===== src/rtl/alu8_pkg.sv =====
package alu8_pkg;

  typedef enum logic [3:0] {
    OP_ADD = 4'd0,
    OP_ADC = 4'd1,
    OP_SUB = 4'd2,
    OP_SBC = 4'd3,
    OP_CMP = 4'd4,
    OP_AND = 4'd5,
    OP_OR  = 4'd6,
    OP_XOR = 4'd7,
    OP_INC = 4'd8,
    OP_DEC = 4'd9,
    OP_CPL = 4'd10,
    OP_DAA = 4'd11,
    OP_SCF = 4'd12,
    OP_CCF = 4'd13,
    OP_RSV0 = 4'd14,
    OP_RSV1 = 4'd15
  } aluOp_e;

  typedef enum logic [2:0] {
    SEL_SUM,
    SEL_AND,
    SEL_OR,
    SEL_XOR,
    SEL_NOT,
    SEL_ADJ,
    SEL_ACC
  } resSel_e;

  typedef enum logic [1:0] {
    FK_KEEP,
    FK_CLR,
    FK_SET,
    FK_CALC
  } flagMode_e;

  typedef struct packed {
    logic z;
    logic n;
    logic h;
    logic c;
  } aluFlags_t;

  typedef struct packed {
    resSel_e   resSel;
    logic      subtract;
    logic      useCarry;
    logic      unitOperand;
    flagMode_e zMode;
    flagMode_e nMode;
    flagMode_e hMode;
    flagMode_e cMode;
    logic      cInvert;
    logic      writeEn;
  } aluStrobe_t;

  function automatic logic applyMode(flagMode_e m, logic keepVal, logic calcVal);
    case (m)
      FK_CLR:  return 1'b0;
      FK_SET:  return 1'b1;
      FK_CALC: return calcVal;
      default: return keepVal;
    endcase
  endfunction

endpackage


===== src/rtl/alu8_adder.sv =====
module alu8_adder #(
  parameter int W = 8
) (
  input  logic [W-1:0] a,
  input  logic [W-1:0] b,
  input  logic         cin,
  input  logic         subtract,
  output logic [W-1:0] sum,
  output logic         halfOut,
  output logic         carryOut
);
  localparam int NIB = W / 2;

  logic [NIB:0] lowPart;
  logic [W:0]   fullPart;

  always_comb begin
    if (subtract) begin
      lowPart  = {1'b0, a[NIB-1:0]} - {1'b0, b[NIB-1:0]} - {{NIB{1'b0}}, cin};
      fullPart = {1'b0, a} - {1'b0, b} - {{W{1'b0}}, cin};
    end else begin
      lowPart  = {1'b0, a[NIB-1:0]} + {1'b0, b[NIB-1:0]} + {{NIB{1'b0}}, cin};
      fullPart = {1'b0, a} + {1'b0, b} + {{W{1'b0}}, cin};
    end
  end

  assign sum      = fullPart[W-1:0];
  assign halfOut  = lowPart[NIB];
  assign carryOut = fullPart[W];
endmodule


===== src/rtl/alu8_decadj.sv =====
module alu8_decadj #(
  parameter int W = 8
) (
  input  logic [W-1:0] acc,
  input  logic         nIn,
  input  logic         hIn,
  input  logic         cIn,
  output logic [W-1:0] adjusted,
  output logic         carryOut
);
  localparam int          NIB      = W / 2;
  localparam logic [W-1:0] LOW_SIX  = W'(6);
  localparam logic [W-1:0] HIGH_SIX = W'(6) << NIB;
  localparam logic [W-1:0] LIMIT    = (W'(9) << NIB) | W'(9);
  localparam logic [NIB-1:0] DIGIT_MAX = NIB'(9);

  logic [W-1:0] adj;

  always_comb begin
    adj      = '0;
    carryOut = cIn;
    if (nIn) begin
      if (hIn) adj = adj | LOW_SIX;
      if (cIn) adj = adj | HIGH_SIX;
      adjusted = acc - adj;
    end else begin
      if (hIn || (acc[NIB-1:0] > DIGIT_MAX)) adj = adj | LOW_SIX;
      if (cIn || (acc > LIMIT)) begin
        adj      = adj | HIGH_SIX;
        carryOut = 1'b1;
      end else begin
        carryOut = 1'b0;
      end
      adjusted = acc + adj;
    end
  end
endmodule


===== src/rtl/alu8_ctrl.sv =====
module alu8_ctrl
  import alu8_pkg::*;
(
  input  logic [3:0]  opCode,
  output aluStrobe_t  strobe
);
  aluOp_e op;
  assign op = aluOp_e'(opCode);

  always_comb begin
    strobe = '{resSel: SEL_ACC, subtract: 1'b0, useCarry: 1'b0, unitOperand: 1'b0,
               zMode: FK_KEEP, nMode: FK_KEEP, hMode: FK_KEEP, cMode: FK_KEEP,
               cInvert: 1'b0, writeEn: 1'b0};
    case (op)
      OP_ADD, OP_ADC, OP_SUB, OP_SBC, OP_CMP: begin
        strobe.resSel   = SEL_SUM;
        strobe.subtract = (op == OP_SUB) || (op == OP_SBC) || (op == OP_CMP);
        strobe.useCarry = (op == OP_ADC) || (op == OP_SBC);
        strobe.zMode    = FK_CALC;
        strobe.nMode    = strobe.subtract ? FK_SET : FK_CLR;
        strobe.hMode    = FK_CALC;
        strobe.cMode    = FK_CALC;
        strobe.writeEn  = (op != OP_CMP);
      end
      OP_AND: begin
        strobe.resSel  = SEL_AND;
        strobe.zMode   = FK_CALC;
        strobe.nMode   = FK_CLR;
        strobe.hMode   = FK_SET;
        strobe.cMode   = FK_CLR;
        strobe.writeEn = 1'b1;
      end
      OP_OR, OP_XOR: begin
        strobe.resSel  = (op == OP_OR) ? SEL_OR : SEL_XOR;
        strobe.zMode   = FK_CALC;
        strobe.nMode   = FK_CLR;
        strobe.hMode   = FK_CLR;
        strobe.cMode   = FK_CLR;
        strobe.writeEn = 1'b1;
      end
      OP_INC, OP_DEC: begin
        strobe.resSel      = SEL_SUM;
        strobe.subtract    = (op == OP_DEC);
        strobe.unitOperand = 1'b1;
        strobe.zMode       = FK_CALC;
        strobe.nMode       = (op == OP_DEC) ? FK_SET : FK_CLR;
        strobe.hMode       = FK_CALC;
        strobe.writeEn     = 1'b1;
      end
      OP_CPL: begin
        strobe.resSel  = SEL_NOT;
        strobe.nMode   = FK_SET;
        strobe.hMode   = FK_SET;
        strobe.writeEn = 1'b1;
      end
      OP_DAA: begin
        strobe.resSel  = SEL_ADJ;
        strobe.zMode   = FK_CALC;
        strobe.hMode   = FK_CLR;
        strobe.cMode   = FK_CALC;
        strobe.writeEn = 1'b1;
      end
      OP_SCF, OP_CCF: begin
        strobe.nMode   = FK_CLR;
        strobe.hMode   = FK_CLR;
        strobe.cMode   = (op == OP_SCF) ? FK_SET : FK_KEEP;
        strobe.cInvert = (op == OP_CCF);
        strobe.writeEn = 1'b1;
      end
      default: ;
    endcase
  end
endmodule


===== src/rtl/alu8_datapath.sv =====
module alu8_datapath
  import alu8_pkg::*;
#(
  parameter int W = 8
) (
  input  logic [W-1:0] accIn,
  input  logic [W-1:0] operand,
  input  aluFlags_t    flagsIn,
  input  aluStrobe_t   strobe,
  output logic [W-1:0] result,
  output aluFlags_t    flagsOut
);
  logic [W-1:0] addB;
  logic [W-1:0] sumVal;
  logic [W-1:0] adjVal;
  logic         sumHalf;
  logic         sumCarry;
  logic         adjCarry;
  logic         carryCalc;
  logic         cKept;

  assign addB = strobe.unitOperand ? W'(1) : operand;

  alu8_adder #(.W(W)) uAdder (
    .a        (accIn),
    .b        (addB),
    .cin      (strobe.useCarry & flagsIn.c),
    .subtract (strobe.subtract),
    .sum      (sumVal),
    .halfOut  (sumHalf),
    .carryOut (sumCarry)
  );

  alu8_decadj #(.W(W)) uDecAdj (
    .acc      (accIn),
    .nIn      (flagsIn.n),
    .hIn      (flagsIn.h),
    .cIn      (flagsIn.c),
    .adjusted (adjVal),
    .carryOut (adjCarry)
  );

  always_comb begin
    case (strobe.resSel)
      SEL_SUM: result = sumVal;
      SEL_AND: result = accIn & operand;
      SEL_OR:  result = accIn | operand;
      SEL_XOR: result = accIn ^ operand;
      SEL_NOT: result = ~accIn;
      SEL_ADJ: result = adjVal;
      default: result = accIn;
    endcase
  end

  assign carryCalc = (strobe.resSel == SEL_ADJ) ? adjCarry : sumCarry;
  assign cKept     = flagsIn.c ^ strobe.cInvert;

  always_comb begin
    flagsOut.z = applyMode(strobe.zMode, flagsIn.z, result == '0);
    flagsOut.n = applyMode(strobe.nMode, flagsIn.n, 1'b0);
    flagsOut.h = applyMode(strobe.hMode, flagsIn.h, sumHalf);
    flagsOut.c = applyMode(strobe.cMode, cKept, carryCalc);
  end
endmodule


===== src/rtl/alu8_core.sv =====
module alu8_core
  import alu8_pkg::*;
#(
  parameter int DATA_W = 8
) (
  input  logic [DATA_W-1:0] accIn,
  input  logic [DATA_W-1:0] operand,
  input  logic [3:0]        opCode,
  input  logic [3:0]        flagsIn,
  output logic [DATA_W-1:0] result,
  output logic [3:0]        flagsOut,
  output logic              writeEn
);
  aluStrobe_t strobe;
  aluFlags_t  flagsNew;

  alu8_ctrl uCtrl (
    .opCode (opCode),
    .strobe (strobe)
  );

  alu8_datapath #(.W(DATA_W)) uData (
    .accIn    (accIn),
    .operand  (operand),
    .flagsIn  (aluFlags_t'(flagsIn)),
    .strobe   (strobe),
    .result   (result),
    .flagsOut (flagsNew)
  );

  assign flagsOut = flagsNew;
  assign writeEn  = strobe.writeEn;
endmodule


===== config.mk =====
export PLATFORM = sky130hd
export DESIGN_NAME = alu8_core
export DESIGN_NICKNAME = d
export VERILOG_FILES = /design/src/rtl/alu8_pkg.sv /design/src/rtl/alu8_adder.sv /design/src/rtl/alu8_decadj.sv /design/src/rtl/alu8_ctrl.sv /design/src/rtl/alu8_datapath.sv /design/src/rtl/alu8_core.sv
export SDC_FILE = /design/constraint.sdc
export NUM_CORES = 1
export LEC_CHECK = 0
export ABC_CLOCK_PERIOD_IN_PS = 7090
export BUFFER_PORTS_ARGS = -buffer_cell sky130_fd_sc_hd__buf_2
export CORE_UTILIZATION = 25
export DETAILED_ROUTE_END_ITERATION = 12
export GPL_TIMING_DRIVEN = 0
export SYNTH_ARGS = -nofsm -noshare
export SYNTH_HDL_FRONTEND = slang
export SYNTH_SLANG_ARGS = --single-unit

===== constraint.sdc =====
create_clock -name vclk -period 7.09
set_clock_uncertainty 0.15 [all_clocks]
set_input_delay 1.0635 -clock vclk [all_inputs]
set_output_delay 1.0635 -clock vclk [all_outputs]
set_load 0.005 [all_outputs]

==> metrics.yaml, run 1 <==
vias: 2392
maxCapViolCount: 0
ys_seq_area_share_pct: 0
ant_nets: 0
holdCritStartpoint: "flagsIn[3]"
min_path_cells: 4
worstHoldEndpoint: "flagsOut[3]"
regArea_um2: 0
num-nets-final: 426
ioPinCount: 37
grt_usage_pct: 13.9
core_um2: 8760
synth_area_um2: 2270
crit_path_start_kind: "input port"
worstMarginPinSlew_ps: 633
design_area_um2: 2580
rsz0062_at_grt: "no"
grt_max_degree: 11
synthesis.instances: 318
synthAdderAreaFrac_pct: 27.8
cp_data_arrival_time_ps: 5210
synth_area_leaders: "ha_1 (24%), inv_1 (6.3%), a21oi_1 (5.1%)"
fp.dieW_um: 97.3
finalSetupViolCount: 0
row_count: 34
grt_pass1_wl_um: 11200
design.seq.count: 0
critical_path_peak_fanout: 10
io_buffers: 34
initial_core_util_pct: 25.9
syn_nets: 390
critPathLaunch: "opCode[1]"
final_max_slew_viol_count: 0
period_needed_ps: 6420
cts_setup_buffers: 0
yosys.area_share.simple_pct: 21.7
peakVddDrop_uv: 18.1
cts-resized-gates: 0
tns_ps: 0
p_leak_nw: 1.23
muxShareOfSynthArea_pct: 3.97
wl_per_cell_um: 14.7
synth-xor-area-share_pct: 6.56
holdWs_ps: 2290
relSlewSlack_pct: 57.4
end_kind: "output pin"
post-synth-top-count-cell: "ha_1"
hold_violations: 0
post_dp_cell_area_um2: 2580
area_growth_pct: 13.4
fmax_mhz: 156
grt.overflow.total: 0
drt_wl_total_um: 6770
synth_top_family_by_area: "compound AO/OA/AOI/OAI gates"
synth_compound_area_share_pct: 28.6
crit_type: "input port to output pin"
holdCritPathClass: "input port to output pin"
synthDistinctLibCells: 57
hold_buffers: 0
post-route-period-util_pct: 90.5
synth.top_cell.area_share_pct: 24.2
yosysWarnings: 0
drive_above_1_share_pct: 17.6
fp.dieH_um: 97.3
clock_buffers: 0
detailed_place_hpwl_um: 5680
drc: 0
worstPathRequired_ps: 5880
dr.pass1.iters: 4
synth_area_leader_cell: "ha_1"
diodes: 0
power_density_nw_per_um2: 86.7
status: "finished clean"
vias_per_cell: 5.20
grt_pass1_vias: 2367
syn_area_per_cell_um2: 7.14
place.gp.congestion: 0.881
antenna_found_initial: 0
dr.first_iter.drc_count: 96
dieArea_um2: 9470
synth_commonest_cells: "ha_1 (44), inv_1 (38), a21oi_1 (23), nor2_1 (23), nand2_1 (20)"
-- worst max path at each step --
stage                     slack [ps]  cells past startpoint          end
after CTS                        710                     16  flagsOut[3]
after floorplan                 1260                     15  flagsOut[3]
final                            670                     16  flagsOut[3]
after global placement           720                     16  flagsOut[3]
after global routing             420                     16  flagsOut[3]
after detailed placement         720                     16  flagsOut[3]
-- area by class of cell --
type,count,area [µm²]
Inverter,40,150
Fill cell,976,6190
Buffer,13,109
Multi-Input combinational cell,265,2010
Tap cell,108,135
Timing Repair Buffer,34,170
-- cell usage in the layout (no fill, tap or decap), types with 4 or more instances in the layout --
master / n
inv_1: 38
o21ai_0: 18
nor2b_1: 5
a21o_1: 5
mux2i_1: 9
ha_1: 44
nand3_1: 7
xnor2_1: 9
xor2_1: 8
buf_2: 35
nor2_1: 23
a211oi_1: 6
o22ai_1: 10
fa_1: 4
a21oi_1: 23
nor3_1: 12
nand2b_1: 8
nand2_1: 20
clkbuf_1: 4
clkbuf_8: 4
-- cells by family after synthesis --
group	count (synthesis)
AOI/OAI and AO/OA	96
and+or+nand+nor	95
muxes	9
adders and majority gates	48
buffers and inverters	53
xor gates and xnor gates	17
-- critical path, stage by stage --
cell      delay, ps
clkbuf_8        150
clkbuf_8        190
clkbuf_1        350
o21ai_0         230
fa_1            430
inv_1           100
fa_1            460
nor2b_1         160
a211oi_1        270
a211oi_1         90
a211o_1         270
or3b_1          370
or4_1           410
or4_1           400
o21ai_1         140
buf_2           130
-- metrics by stage --
stage	utilization (%)	power (W)	worst slack (ps)	std cells
finish	29.4	0.000223	671	460
global route	29.4	0.000248	418	460
CTS	29.4	0.000222	711	460
detailed placement	29.4	0.000220	720	460
global placement	29.4	0.000217	721	460
floorplan	-	0.000157	1260	318
-- report_power, final --
part	internal, W	switching, W	leakage [nW]
Combinational	0.0000950	0.000128	1.23
Sequential	0	0	0
Clock	0	0	0
Total	0.0000950	0.000128	1.23
-- metal layers --
layer  vias to the layer above  wire length [µm]  GRT usage, %
met5                         -                 0             0
li1                       1200                 -             -
met4                         0                81          2.26
met2                        68              3270          25.5
met1                      1115              3140          18.1
met3                         9               274         0.719
No activity file was read; power rests on OpenSTA's default activity.
==> run 2: changes to the inputs <==
--- a/config.mk
+++ b/config.mk
@@ -5,9 +5,10 @@
 export SDC_FILE = /design/constraint.sdc
 export NUM_CORES = 1
 export LEC_CHECK = 0
+export ABC_AREA = 1
 export ABC_CLOCK_PERIOD_IN_PS = 7090
 export BUFFER_PORTS_ARGS = -buffer_cell sky130_fd_sc_hd__buf_2
-export CORE_UTILIZATION = 25
+export CORE_UTILIZATION = 40
 export DETAILED_ROUTE_END_ITERATION = 12
 export GPL_TIMING_DRIVEN = 0
 export SYNTH_ARGS = -nofsm -noshare
==> run 2 against run 1 <==
Effect of this change: area after synthesis rose by 9.0%; critical path depth rose by 7; combinational power fell by 4%; fmax rose by 25%; final area rose by 6.9%; wire length rose by 2.7%; hold slack got worse by 26 ps; final cell count rose by 21%; setup slack improved by 1300 ps; core utilization rose by 17 points; largest power group unchanged; critical endpoint is now flagsOut[0]; synthesized cell count rose by 40%; via count rose by 16%.
==> metrics.yaml, run 2 <==
finalSetupViolCount: 0  # unchanged
cts-resized-gates: 0  # unchanged
power_switching_w: 0.000135  # +5.4%
holdCritStartpoint: "flagsIn[3]"
swShare_pct: 63.1  # +5.6 points
final_cells: 558  # +21%
row_count: 28  # -18%
crit_type: "input port to output pin"
ioPinCount: 37  # unchanged
regArea_um2: 0  # unchanged
rsz0062_at_grt: "no"
fin_util_pct: 46.3  # +17 points
gr-max-usage-layer: "met2"
p_int_w: 0.0000793  # -17%
hold_buffers: 0  # unchanged
area_growth_pct: 11.3
cts_setup_buffers: 0  # unchanged
critPathLaunch: "opCode[2]"
dr.first_iter.drc_count: 138  # +44%
grt_pass1_vias: 2548  # +7.6%
final_cell_mix: "nand2_1 (136), inv_1 (93), nand3_1 (45)"
clock_power_share_pct: 0  # unchanged
place.gp.congestion: 0.854  # -3.0%
ant_nets: 0  # unchanged
synthAdderAreaFrac_pct: 25.5  # -2.3 points
nFillCells: 703  # -28%
crit_path_start_kind: "input port"
detailed_place_hpwl_um: 6030  # +6.2%
clock_buffers: 0  # unchanged
peakVddDrop_uv: 34.0  # +88%
dieArea_um2: 6510  # -31%
power_frac_comb_pct: 100.0  # about the same
syn_area_per_cell_um2: 5.55  # -22%
antenna_found_initial: 0  # unchanged
fp.dieW_um: 80.7  # -17%
synth_compound_area_share_pct: 8.64  # -20 points
final_common_cell: "nand2_1"
synthDistinctLibCells: 32  # -44%
p_seq_share_pct: 0  # unchanged
syn_nets: 518  # +33%
grt_use_met3_pct: 0  # -0.72 points
vias: 2786  # +16%
synthesis.instances: 446  # +40%
global_route.usage.met1_pct: 30.7  # +13 points
ys_seq_area_share_pct: 0  # unchanged
synth.top_cell.area_share_pct: 22.2  # -2.0 points
synth_area_leader_cell: "ha_1"
diodes: 0  # unchanged
min_path_cells: 4  # unchanged
yosys.area_share.simple_pct: 50.0  # +28 points
pre_cts_ws_ps: 1950  # +1230 ps
synth-xor-area-share_pct: 0.354  # -6.2 points
power_w: 0.000215  # -3.9%
initial_core_util_pct: 41.6  # +16 points
fin_ws_ps: 1940  # +1270 ps
holdCritPathClass: "input port to output pin"
met2_usage_pct: 39.4  # +14 points
synth_top_family_by_area: "simple AND/OR/NAND/NOR gates"
fmax_mhz: 194  # +25%
worstHoldEndpoint: "flagsOut[3]"
core_um2: 5960  # -32%
vias_per_cell: 4.99  # -4.0%
grt_max_degree: 11  # unchanged
synth_area_um2: 2480  # +9.0%
cp_data_arrival_time_ps: 3940  # -1270 ps
end_kind: "output pin"
drc: 0  # unchanged
fp.dieH_um: 80.7  # -17%
design.seq.count: 0  # unchanged
tns_ps: 0  # unchanged
status: "finished clean"
yosysWarnings: 0  # unchanged
dp_cells: 558  # +21%
hold_violations: 0  # unchanged
synth_area_leaders: "ha_1 (22%), nand2_1 (21%), inv_1 (14%)"
relSlewSlack_pct: 71.9  # +14 points
period_needed_ps: 5150  # -1270 ps
multi_input_area_um2: 2090  # +4.0%
grt_pass1_wl_um: 11600  # +3.2%
wl_per_cell_um: 12.5  # -15%
maxCapViolCount: 0  # unchanged
dr.pass1.iters: 5  # +1
muxShareOfSynthArea_pct: 0  # -4.0 points
power_density_nw_per_um2: 77.9  # -10%
critical_path_peak_fanout: 5  # -5
synth_commonest_cells: "nand2_1 (136), inv_1 (93), nand3_1 (45), ha_1 (44), nor2_1 (38)"
io_buffers: 37  # +8.8%
p_leak_nw: 1.74  # +41%
drt_wl_total_um: 6950  # +2.7%
post-synth-top-count-cell: "nand2_1"
grt_usage_pct: 22.4  # +8.5 points
worstMarginPinSlew_ps: 419  # -214 ps
drive_above_1_share_pct: 14.5  # -3.1 points
grt.overflow.total: 0  # unchanged
worstPathRequired_ps: 5880  # about the same
final_max_slew_viol_count: 0  # unchanged
post-route-period-util_pct: 72.6  # -18 points
num-nets-final: 557  # +31%
run 2: cell count changes in the layout (fill, tap and decap cells not counted), moves of 10 or more:
cell | previous run | this run
nand2_1 | 20 | 136
inv_1 | 38 | 93
o21ai_0 | 18 | 8
nand4_1 | 0 | 13
nor2_1 | 23 | 38
nor3_1 | 12 | 1
nand3_1 | 7 | 45
run 2: worst max-delay path by stage:
| stage | cells past startpoint | endpoint | slack (ps) |
|---|---|---|---|
| after global routing | 23 | flagsOut[0] | 1600 |
| after floorplan | 19 | flagsOut[3] | 2690 |
| after CTS | 23 | flagsOut[0] | 1920 |
| final | 23 | flagsOut[0] | 1940 |
| after detailed placement | 23 | flagsOut[0] | 1950 |
| after global placement | 23 | flagsOut[0] | 2000 |
run 2: cell families after synthesis:
family,Yosys count
AOI/OAI and AO/OA,37
xor gates and xnor gates,1
buffers and inverters,101
and+or+nand+nor,259
adders and majority gates,48
run 2: metrics by stage:
| step | area [µm²] | hold slack, ps |
|---|---|---|
| detailed placement | 2760 | 2260 |
| global route | 2760 | 2280 |
| global placement | 2760 | 2260 |
| floorplan | 2480 | 2070 |
| finish | 2760 | 2260 |
| CTS | 2760 | 2260 |
run 2: layer usage:
layer	up-vias	wire length, µm
met5	-	0
met4	0	123
met3	8	241
met2	57	3190
met1	1244	3400
li1	1477	-
run 2: cell type report:
class / instances / share of cell area [%]
Multi-Input combinational cell: 345 / 75.9
Inverter: 99 / 13.6
Timing Repair Buffer: 37 / 6.72
Tap cell: 75 / 3.41
Buffer: 2 / 0.363
run 2: power by group through the flow:
| stage | Clock, W | Combinational [W] | Sequential (W) |
|---|---|---|---|
| after floorplan | 0 | 0.000154 | 0 |
| after global placement | 0 | 0.000211 | 0 |
| final | 0 | 0.000215 | 0 |
| after detailed placement | 0 | 0.000214 | 0 |
| after global routing | 0 | 0.000249 | 0 |
| after CTS | 0 | 0.000216 | 0 |
run 2: worst max-delay path, stage by stage:
cell and delay [ps]:
buf_2 140, inv_2 140, nand2_1 130, nor3_1 350, fa_1 270, inv_1 90, fa_1 400, inv_1 70
nand2_1 70, nand2_1 60, nand2_1 100, nand2_1 100, nand2_1 50, nand2_1 80, nand2_1 50, nand2_1 50
nand2_1 60, nand2_1 60, nand2_1 40, o21ai_0 290, nand2_1 90, nand2_1 70, buf_2 100
